## src/rtl/sel_icache_pkg.sv

```systemverilog
// Package: shared types of the conflict-filled instruction cache.
// Assumes: nothing beyond IEEE 1800-2017.
package sel_icache_pkg;
    // Controller phase: normal lookup, or the cycle that refills one entry.
    typedef enum logic {
        PH_LOOK = 1'b0,
        PH_FILL = 1'b1
    } fill_phase_e;
endpackage

```

## src/rtl/sel_icache_tags.sv

```systemverilog
// Module: tag and valid store with the lookup comparator.
// Direct-mapped. The index is the low IDX_W address bits and the tag is the rest.
// Assumes: one write per cycle; invalidate-all has priority over the write.
module sel_icache_tags #(
    parameter int ADDR_W = 24,
    parameter int DEPTH  = 64,
    localparam int IDX_W = $clog2(DEPTH),
    localparam int TAG_W = ADDR_W - IDX_W
) (
    input  logic              clk,
    input  logic              rst_n,
    input  logic              inval_all,
    input  logic [ADDR_W-1:0] rd_addr,
    input  logic              wr_en,
    input  logic [ADDR_W-1:0] wr_addr,
    output logic              lookup_hit
);
    logic [TAG_W-1:0] tag_mem [DEPTH];
    logic [DEPTH-1:0] vld;
    logic [IDX_W-1:0] rd_idx, wr_idx;

    assign rd_idx = rd_addr[IDX_W-1:0];
    assign wr_idx = wr_addr[IDX_W-1:0];

    // One valid flag per entry: reset/invalidate clear it, a fill sets it.
    for (genvar e = 0; e < DEPTH; e++) begin : g_vld
        always_ff @(posedge clk) begin
            if (!rst_n || inval_all) begin
                vld[e] <= 1'b0;
            end else if (wr_en && (wr_idx == IDX_W'(e))) begin
                vld[e] <= 1'b1;
            end
        end
    end

    // Tag array write on fill.
    always_ff @(posedge clk) begin
        if (wr_en) begin
            tag_mem[wr_idx] <= wr_addr[ADDR_W-1:IDX_W];
        end
    end

    // Combinational lookup against the presented address.
    always_comb begin
        lookup_hit = vld[rd_idx] && (tag_mem[rd_idx] == rd_addr[ADDR_W-1:IDX_W]);
    end
endmodule

```

## src/rtl/sel_icache_data.sv

```systemverilog
// Module: instruction word array, with an asynchronous read and a synchronous write.
// Assumes: validity is tracked by the tag store, so this array has no reset.
module sel_icache_data #(
    parameter int DATA_W = 24,
    parameter int DEPTH  = 64,
    localparam int IDX_W = $clog2(DEPTH)
) (
    input  logic              clk,
    input  logic [IDX_W-1:0]  rd_idx,
    output logic [DATA_W-1:0] rd_data,
    input  logic              wr_en,
    input  logic [IDX_W-1:0]  wr_idx,
    input  logic [DATA_W-1:0] wr_data
);
    logic [DATA_W-1:0] words [DEPTH];

    // Store the refilled instruction word.
    always_ff @(posedge clk) begin
        if (wr_en) begin
            words[wr_idx] <= wr_data;
        end
    end

    // Read the word at the current fetch index.
    always_comb begin
        rd_data = words[rd_idx];
    end
endmodule

```

## src/rtl/sel_icache_ctrl.sv

```systemverilog
// Module: fill controller.
// A conflicting miss stalls for one cycle and latches the address.
// The next cycle writes the memory word.
// Assumes: the sequencer holds its fetch while stall is high; pm_conflict is ignored in the fill cycle.
module sel_icache_ctrl
    import sel_icache_pkg::*;
#(
    parameter int ADDR_W = 24
) (
    input  logic              clk,
    input  logic              rst_n,
    input  logic              fetch_valid,
    input  logic              pm_conflict,
    input  logic [ADDR_W-1:0] fetch_addr,
    input  logic              lookup_hit,
    output logic              serve_hit,
    output logic              stall,
    output logic              fill_en,
    output logic [ADDR_W-1:0] fill_addr
);
    fill_phase_e phase;
    logic        look_conf;

    // Decode this cycle's service from the phase and the lookup.
    always_comb begin
        look_conf = (phase == PH_LOOK) && fetch_valid && pm_conflict;
        serve_hit = look_conf && lookup_hit;
        stall     = look_conf && !lookup_hit;
        fill_en   = (phase == PH_FILL);
    end

    // Phase register: one fill cycle follows each stall.
    always_ff @(posedge clk) begin
        if (!rst_n) begin
            phase <= PH_LOOK;
        end else begin
            phase <= stall ? PH_FILL : PH_LOOK;
        end
    end

    // Latch the missing address at the stall edge.
    always_ff @(posedge clk) begin
        if (!rst_n) begin
            fill_addr <= '0;
        end else if (stall) begin
            fill_addr <= fetch_addr;
        end
    end
endmodule

```

## src/rtl/sel_icache.sv

```systemverilog
// Module: top of the conflict-filled instruction cache.
// Serves an instruction from the cache only when the fetch collides with a data access to program memory and the entry is present.
// Otherwise the memory word passes through.
// Assumes: the memory returns mem_instr in the same cycle as the address.
module sel_icache #(
    parameter int ADDR_W = 24,
    parameter int DATA_W = 24,
    parameter int DEPTH  = 64,
    localparam int IDX_W = $clog2(DEPTH)
) (
    input  logic              clk,
    input  logic              rst_n,
    input  logic              inval_all,
    input  logic              fetch_valid,
    input  logic [ADDR_W-1:0] fetch_addr,
    input  logic              pm_conflict,
    input  logic [DATA_W-1:0] mem_instr,
    output logic [DATA_W-1:0] instr_out,
    output logic              stall,
    output logic              hit
);
    logic              lookup_hit;
    logic              serve_hit;
    logic              fill_en;
    logic [ADDR_W-1:0] fill_addr;
    logic [DATA_W-1:0] cached_word;

    sel_icache_ctrl #(.ADDR_W(ADDR_W)) u_ctrl (
        .clk         (clk),
        .rst_n       (rst_n),
        .fetch_valid (fetch_valid),
        .pm_conflict (pm_conflict),
        .fetch_addr  (fetch_addr),
        .lookup_hit  (lookup_hit),
        .serve_hit   (serve_hit),
        .stall       (stall),
        .fill_en     (fill_en),
        .fill_addr   (fill_addr)
    );

    sel_icache_tags #(.ADDR_W(ADDR_W), .DEPTH(DEPTH)) u_tags (
        .clk        (clk),
        .rst_n      (rst_n),
        .inval_all  (inval_all),
        .rd_addr    (fetch_addr),
        .wr_en      (fill_en),
        .wr_addr    (fill_addr),
        .lookup_hit (lookup_hit)
    );

    sel_icache_data #(.DATA_W(DATA_W), .DEPTH(DEPTH)) u_data (
        .clk     (clk),
        .rd_idx  (fetch_addr[IDX_W-1:0]),
        .rd_data (cached_word),
        .wr_en   (fill_en),
        .wr_idx  (fill_addr[IDX_W-1:0]),
        .wr_data (mem_instr)
    );

    // Output select: the cached word on a served hit, the memory word otherwise.
    always_comb begin
        hit       = serve_hit;
        instr_out = serve_hit ? cached_word : mem_instr;
    end
endmodule

```

## config.mk

```make
export PLATFORM = sky130hd
export DESIGN_NAME = sel_icache
export DESIGN_NICKNAME = d
export VERILOG_FILES = /design/src/rtl/sel_icache_pkg.sv /design/src/rtl/sel_icache_tags.sv /design/src/rtl/sel_icache_data.sv /design/src/rtl/sel_icache_ctrl.sv /design/src/rtl/sel_icache.sv
export SDC_FILE = /design/constraint.sdc
export NUM_CORES = 2
export LEC_CHECK = 0
export ABC_AREA = 1
export BUFFER_PORTS_ARGS = -buffer_cell sky130_fd_sc_hd__buf_4
export CAP_MARGIN = 20
export CELL_PAD_IN_SITES_DETAIL_PLACEMENT = 0
export CELL_PAD_IN_SITES_GLOBAL_PLACEMENT = 1
export CORE_MARGIN = 5
export CORE_UTILIZATION = 30
export DETAILED_ROUTE_END_ITERATION = 10
export PLACE_DENSITY_LB_ADDON = 0.12
export SKIP_CTS_REPAIR_TIMING = 1
export SLEW_MARGIN = 20
export SYNTH_ARGS = -nofsm -noshare
export SYNTH_HDL_FRONTEND = slang
export SYNTH_SLANG_ARGS = --single-unit
```

## constraint.sdc

```tcl
create_clock -name clk -period 4.55 [get_ports clk]
set_input_delay 0.91 -clock clk [delete_from_list [all_inputs] [get_ports clk]]
set_output_delay 0.91 -clock clk [all_outputs]
set_load 0.01 [all_outputs]
```

# ---- Word-level counts from Yosys, hierarchy flattened
# Memories as Yosys holds them, arrays and structs flattened.
# Cells that the tools add are included.
dict set report word_totals {
  reg_bits 89
  mem_bits_rw 2688
  input_bits 53
  out_inout_bits 26
  word_cells 213
  n_memories 2
}
# memory words width read_ports rd_clocked_by_memory_dff write_ports line
set mem_list {}
lappend mem_list {u_data.words 64 24 1 0 1 sel_icache_data.sv:15} ;# logic [DATA_W-1:0] words [DEPTH];
lappend mem_list {u_tags.tag_mem 64 18 1 0 1 sel_icache_tags.sv:18} ;# logic [TAG_W-1:0] tag_mem [DEPTH];
dict set report classes {
  n_lt_le_gt_ge 1
  n_eq_ne 64
  muxes 6
  bitwise_logic 1
  n_reduce_logical 73
}
# cell n
set ops {}
lappend ops {{$eq 6x6->1 const B} 32}
lappend ops {{$eq 6x5->1 const B} 16}
lappend ops {{$logic_and 1x1->1} 69}
lappend ops {{$eq 6x4->1 const B} 8}
lappend ops {{$eq 6x3->1 const B} 4}
lappend ops {{$mux 24} 1}
lappend ops {{$eq 18x18->1} 1}
lappend ops {{$eq 6x2->1 const B} 2}
lappend ops {{$lt 6x7->1 const B} 1}
lappend ops {{$bmux 1 s6} 1}
lappend ops {{$eq 6x1->1 const B} 1}
lappend ops {{$logic_not 6->1} 1}
lappend ops {{$mux 1} 4}
lappend ops {{$logic_not 1->1} 2}
lappend ops {{$logic_or 1x1->1} 1}
lappend ops {{$not 1->1} 1}

# ---- Depth between registers and ports, before layout
dict set report logic_depth {
  depth_word 6
  depth_mapped 23
  mapped_depth_nobuf 20
}

# ---- Cells and area by module
# Synthesis repeated with hierarchy kept, for this count alone.
dict set report hier_totals {
  cells_unflattened 9855
  area_unflattened_um2 113497.6
}
# module instances cells_per_inst area_per_inst_um2 seq_area_each_um2
set by_module_without_submodules {}
lappend by_module_without_submodules {sel_icache_data 1 5224 62332.3 46124.2}
lappend by_module_without_submodules {sel_icache_tags 1 4387 49672.6 35874.4}
lappend by_module_without_submodules {sel_icache_ctrl 1 166 1118.6 500.5}
lappend by_module_without_submodules {sel_icache 1 78 374.1 0.0}

# ---- Worst setup path before layout
# OpenSTA, ideal clock, no wires.
dict set report synth_path {
  kind {input-to-output}
  start {input port fetch_addr[3]}
  end {output port instr_out[13]}
  t_arrival_ns 2.913
  t_required_ns 3.640
  slack_ns 0.727
  path_stages 17
  path_buffers 4
  cell_sequence {buf_2 inv_2 buf_2 buf_1 nand3_1 nand3_1 nand3_1 nand3_1 nand2_1 nor2_1 nand2_1 nor2_1 nand3_2 nor2_4 buf_2 nand2_1 nand2_1}
}
dict set report synth_via {
  elab_chain_cells 5
  word_cells_on_any_way 8
  classes_between {eq/ne: 1; mux: 3; reduce/logical: 2; memory: 2}
}
# item line
set synth_lines {}
lappend synth_lines {{start: declaration} sel_icache.sv:15} ;# input logic [ADDR_W-1:0] fetch_addr,
lappend synth_lines {{$mem_v2 64x18 / $bmux 1 s6 (equally long branches)} -}
lappend synth_lines {{$eq 18x18->1 / $mux 1 (equally long branches)} sel_icache_tags.sv:45} ;# lookup_hit = vld[rd_idx] && (tag_mem[rd_idx] == rd_addr[ADDR_W-1:IDX_W]);
lappend synth_lines {{$logic_and 1x1->1 (*)} sel_icache_tags.sv:45}
lappend synth_lines {{$logic_and 1x1->1 (*)} sel_icache_ctrl.sv:27} ;# serve_hit = look_conf && lookup_hit;
lappend synth_lines {{named net hit} sel_icache.sv:20} ;# output logic hit
lappend synth_lines {{$mux 24 (*)} sel_icache.sv:63} ;# instr_out = serve_hit ? cached_word : mem_instr;
lappend synth_lines {{end: declaration} sel_icache.sv:18} ;# output logic [DATA_W-1:0] instr_out,
# Mark *: on every way through the listed nets, which the timed path passes. The rest lies on a longest branch. The select of a mux whose other input is x is not followed.

# ---- Final worst setup path
dict set report layout_path {
  start {input port fetch_addr[0]}
  end {output port instr_out[3]}
}
dict set report layout_via {
  elab_chain_cells 5
  word_cells_on_any_way 8
  classes_between {eq/ne: 1; mux: 3; reduce/logical: 2; memory: 2}
}
# item line
set layout_lines {}
lappend layout_lines {{$mem_v2 64x18 / $bmux 1 s6 (equally long branches)} -}
lappend layout_lines {{$eq 18x18->1 / $mux 1 (equally long branches)} sel_icache_tags.sv:45}
lappend layout_lines {{$logic_and 1x1->1} sel_icache_tags.sv:45}
lappend layout_lines {{$logic_and 1x1->1} sel_icache_ctrl.sv:27}
lappend layout_lines {{$mux 24 (*)} sel_icache.sv:63}
# Mark *: on every way between the ends. The rest lies on a longest branch, timed or not. The select of a mux whose other input is x is not followed.

==> results.json <==
{
  "clock_sinks": 2777,
  "ant_nets": 0,
  "crit_required_ns": 3.64,
  "instances_no_fill": 14400,
  "wirelength_um": 420000,
  "ys_seq_elements": 2777,
  "io_pins": 79,
  "powerDensity_nw_per_um2": 423,
  "yosysSeqAreaShare": 0.749,
  "status": "complete, but fails checks",
  "syn_inst": 8895,
  "initial_core_util": 0.301,
  "grt_setup_unrepaired": "true",
  "path_max_fanout": 8,
  "dp_cells": 13800,
  "dieArea_um2": 379000,
  "drive_above_1_share": 0.152,
  "cts_root_buf": "clkbuf_16",
  "drv_slew": 0,
  "cp-end-kind": "output pin",
  "dpl-instance-area_um2": 121000,
  "gp_routability_congestion": 0.789,
  "ys_types": 30,
  "fin_crit_ns": 4.86,
  "drtIter0Drc": 7508,
  "post-route-util": 0.365,
  "maxCapViolations": 0,
  "arrival_ns": 3.95,
  "nNetsFinal": 9400,
  "p_leak_uw": 0.0452,
  "yosys_warnings": 0,
  "dp_hpwl_um": 229000,
  "cts_buffers": 311,
  "drc": 0,
  "vias_per_cell": 5.22,
  "final-hold-violation-count": 0,
  "rows": 222,
  "slew_headroom": 0.350,
  "worst_slack_ns": -0.307,
  "fin_crit_sh": 1.07,
  "startpoint_type": "input pin",
  "tightestPinTransition_ns": 0.972,
  "die_x_um": 616,
  "n_fill_cell": 35300,
  "cts_max_level": 5,
  "core_area_um2": 366000,
  "netlist_area_um2": 110000,
  "clk_pin_slew_worst_paths_ns": 0.06,
  "drtPass1Iterations": 7,
  "finClkSkew_ns": 0.0462,
  "grt_pass1_vias": 71100,
  "area_growth_pct": 21.2,
  "violations": "setup timing",
  "grt_overflow_total": 0,
  "final_area_um2": 133000,
  "critPathMaxStageDelay_ns": 0.23,
  "clk_latency_ns": 0.91,
  "synth_top_cell_area_share": 0.733,
  "place_ws_ns": -0.827,
  "clk_path_buf_depth": 4,
  "synthTopCellsByArea": "edfxtp_1 (73%), nand3_1 (5.3%), nand2_1 (4.8%)",
  "min_path_type": "input pin to register",
  "synthesis.nets": 8948,
  "synthFlopType": "edfxtp_1",
  "setup_viol_count_final": 26,
  "num_vias": 75300,
  "grt.total_usage": 0.206,
  "vdd.ir_drop.worst_mv": 0.259,
  "slowest_stage": "nor2_4",
  "async_reset_ff_frac": 0,
  "setup_tns_ns": -6.32,
  "grt_max_degree": 115,
  "crit_type": "input pin to output pin",
  "cp_common_cell": "nand2_2",
  "yosysMostFrequentCell": "edfxtp_1",
  "synth_edf_count": 2688,
  "die_h_um": 616,
  "grt_pass1_wl_um": 566000,
  "synth_top_area_cell": "edfxtp_1",
  "avgRoutedWirePerCell_um": 29.1,
  "ys_top_cells_by_count": "edfxtp_1 (2688), nand2_1 (1417), nor2_1 (1289)",
  "io_buffers": 78,
  "cts_tree": "yes",
  "max_freq_mhz": 206,
  "syn_avg_cell_area_um2": 12.4,
  "antenna_found_initial": 20
}
==> through the flow <==
step / hold WS [ns] / power (uW)
floorplan: 0.431 / 30500
global placement: 0.447 / 32300
detailed placement: 0.455 / 32300
CTS: 0.245 / 56700
global route: 0.270 / 58500
finish: 0.326 / 56500
==> layout by cell type, fill, tap and decap left out, types with 85 or more instances in the layout <==
cell,instances
o22ai_1,470
edfxtp_1,2688
nand3_1,1044
clkbuf_1,85
clkbuf_16,365
buf_12,117
nand3_2,98
buf_4,523
nor2_1,1215
o21ai_0,984
nand2_1,1368
==> critical path: cells and delay by family <==
family,cells,cell delay [ns]
buffers and inverters,9,1.29
and+or+nand+nor,17,1.67
==> flip-flops by register name, summed over array words and instances (netlist names) <==
signal / count
u_tags.vld: 64
u_data.words: 1536
u_ctrl.fill_addr: 24
u_tags.tag_mem: 1152
u_ctrl.fill_en: 1
==> worst paths after layout <==
| path | startpoint | endpoint | slack (ns) | cells after the start |
|---|---|---|---|---|
| hold reg to reg | u_tags.vld[6] | u_tags.vld[6] | 0.47 | 2 |
| hold / removal | mem_instr[0] | u_data.words[62][0] | 0.33 | 1 |
| setup reg to reg | u_ctrl.fill_en | u_data.words[44][4] | 1.51 | 5 |
| setup / recovery | fetch_addr[0] | instr_out[3] | -0.31 | 26 |
==> routing by layer <==
layer | share of wire | up-vias | GRT usage | routed length [um]
met3 | 0.052 | 532 | 0.0223 | 21600
met5 | 0 | - | 0 | 0
li1 | - | 33400 | - | -
met1 | 0.46 | 39100 | 0.304 | 195000
met4 | 0.025 | 0 | 0.0466 | 10300
met2 | 0.46 | 2272 | 0.328 | 193000
==> final cells by class <==
type                    count  area [um^2]  share of cell area
repair inverters            2         32.5            0.000244
inverters                  69          323             0.00242
diodes                      4         10.0           0.0000750
multi-input cells        5425        26100               0.195
flip-flops and latches   2777        82500               0.619
well taps                4816         6030              0.0452
clock buffers             416         8500              0.0637
clock inverters           142         1160             0.00866
repair buffers            761         8790              0.0659
==> cells by family (layout without fill, tap and decap cells) <==
kind of cell / count (synthesis) / after routing / share of synthesized area
and+or+nand+nor: 3875 / 3875 / 0.145
DFF: 2777 / 2777 / 0.749
AOI/OAI and AO/OA: 1548 / 1548 / 0.0769
buffers and inverters: 693 / 1390 / 0.0284
xor gates and xnor gates: 2 / 2 / 0.000159
other: 0 / 4 / 0
==> power breakdown <==
part	switching, uW	leakage, uW	internal, uW
clock	10300	0.00471	14000
sequential	119	0.0257	28100
combinational	2660	0.0148	1280
No activity file was read; power rests on OpenSTA's default activity.
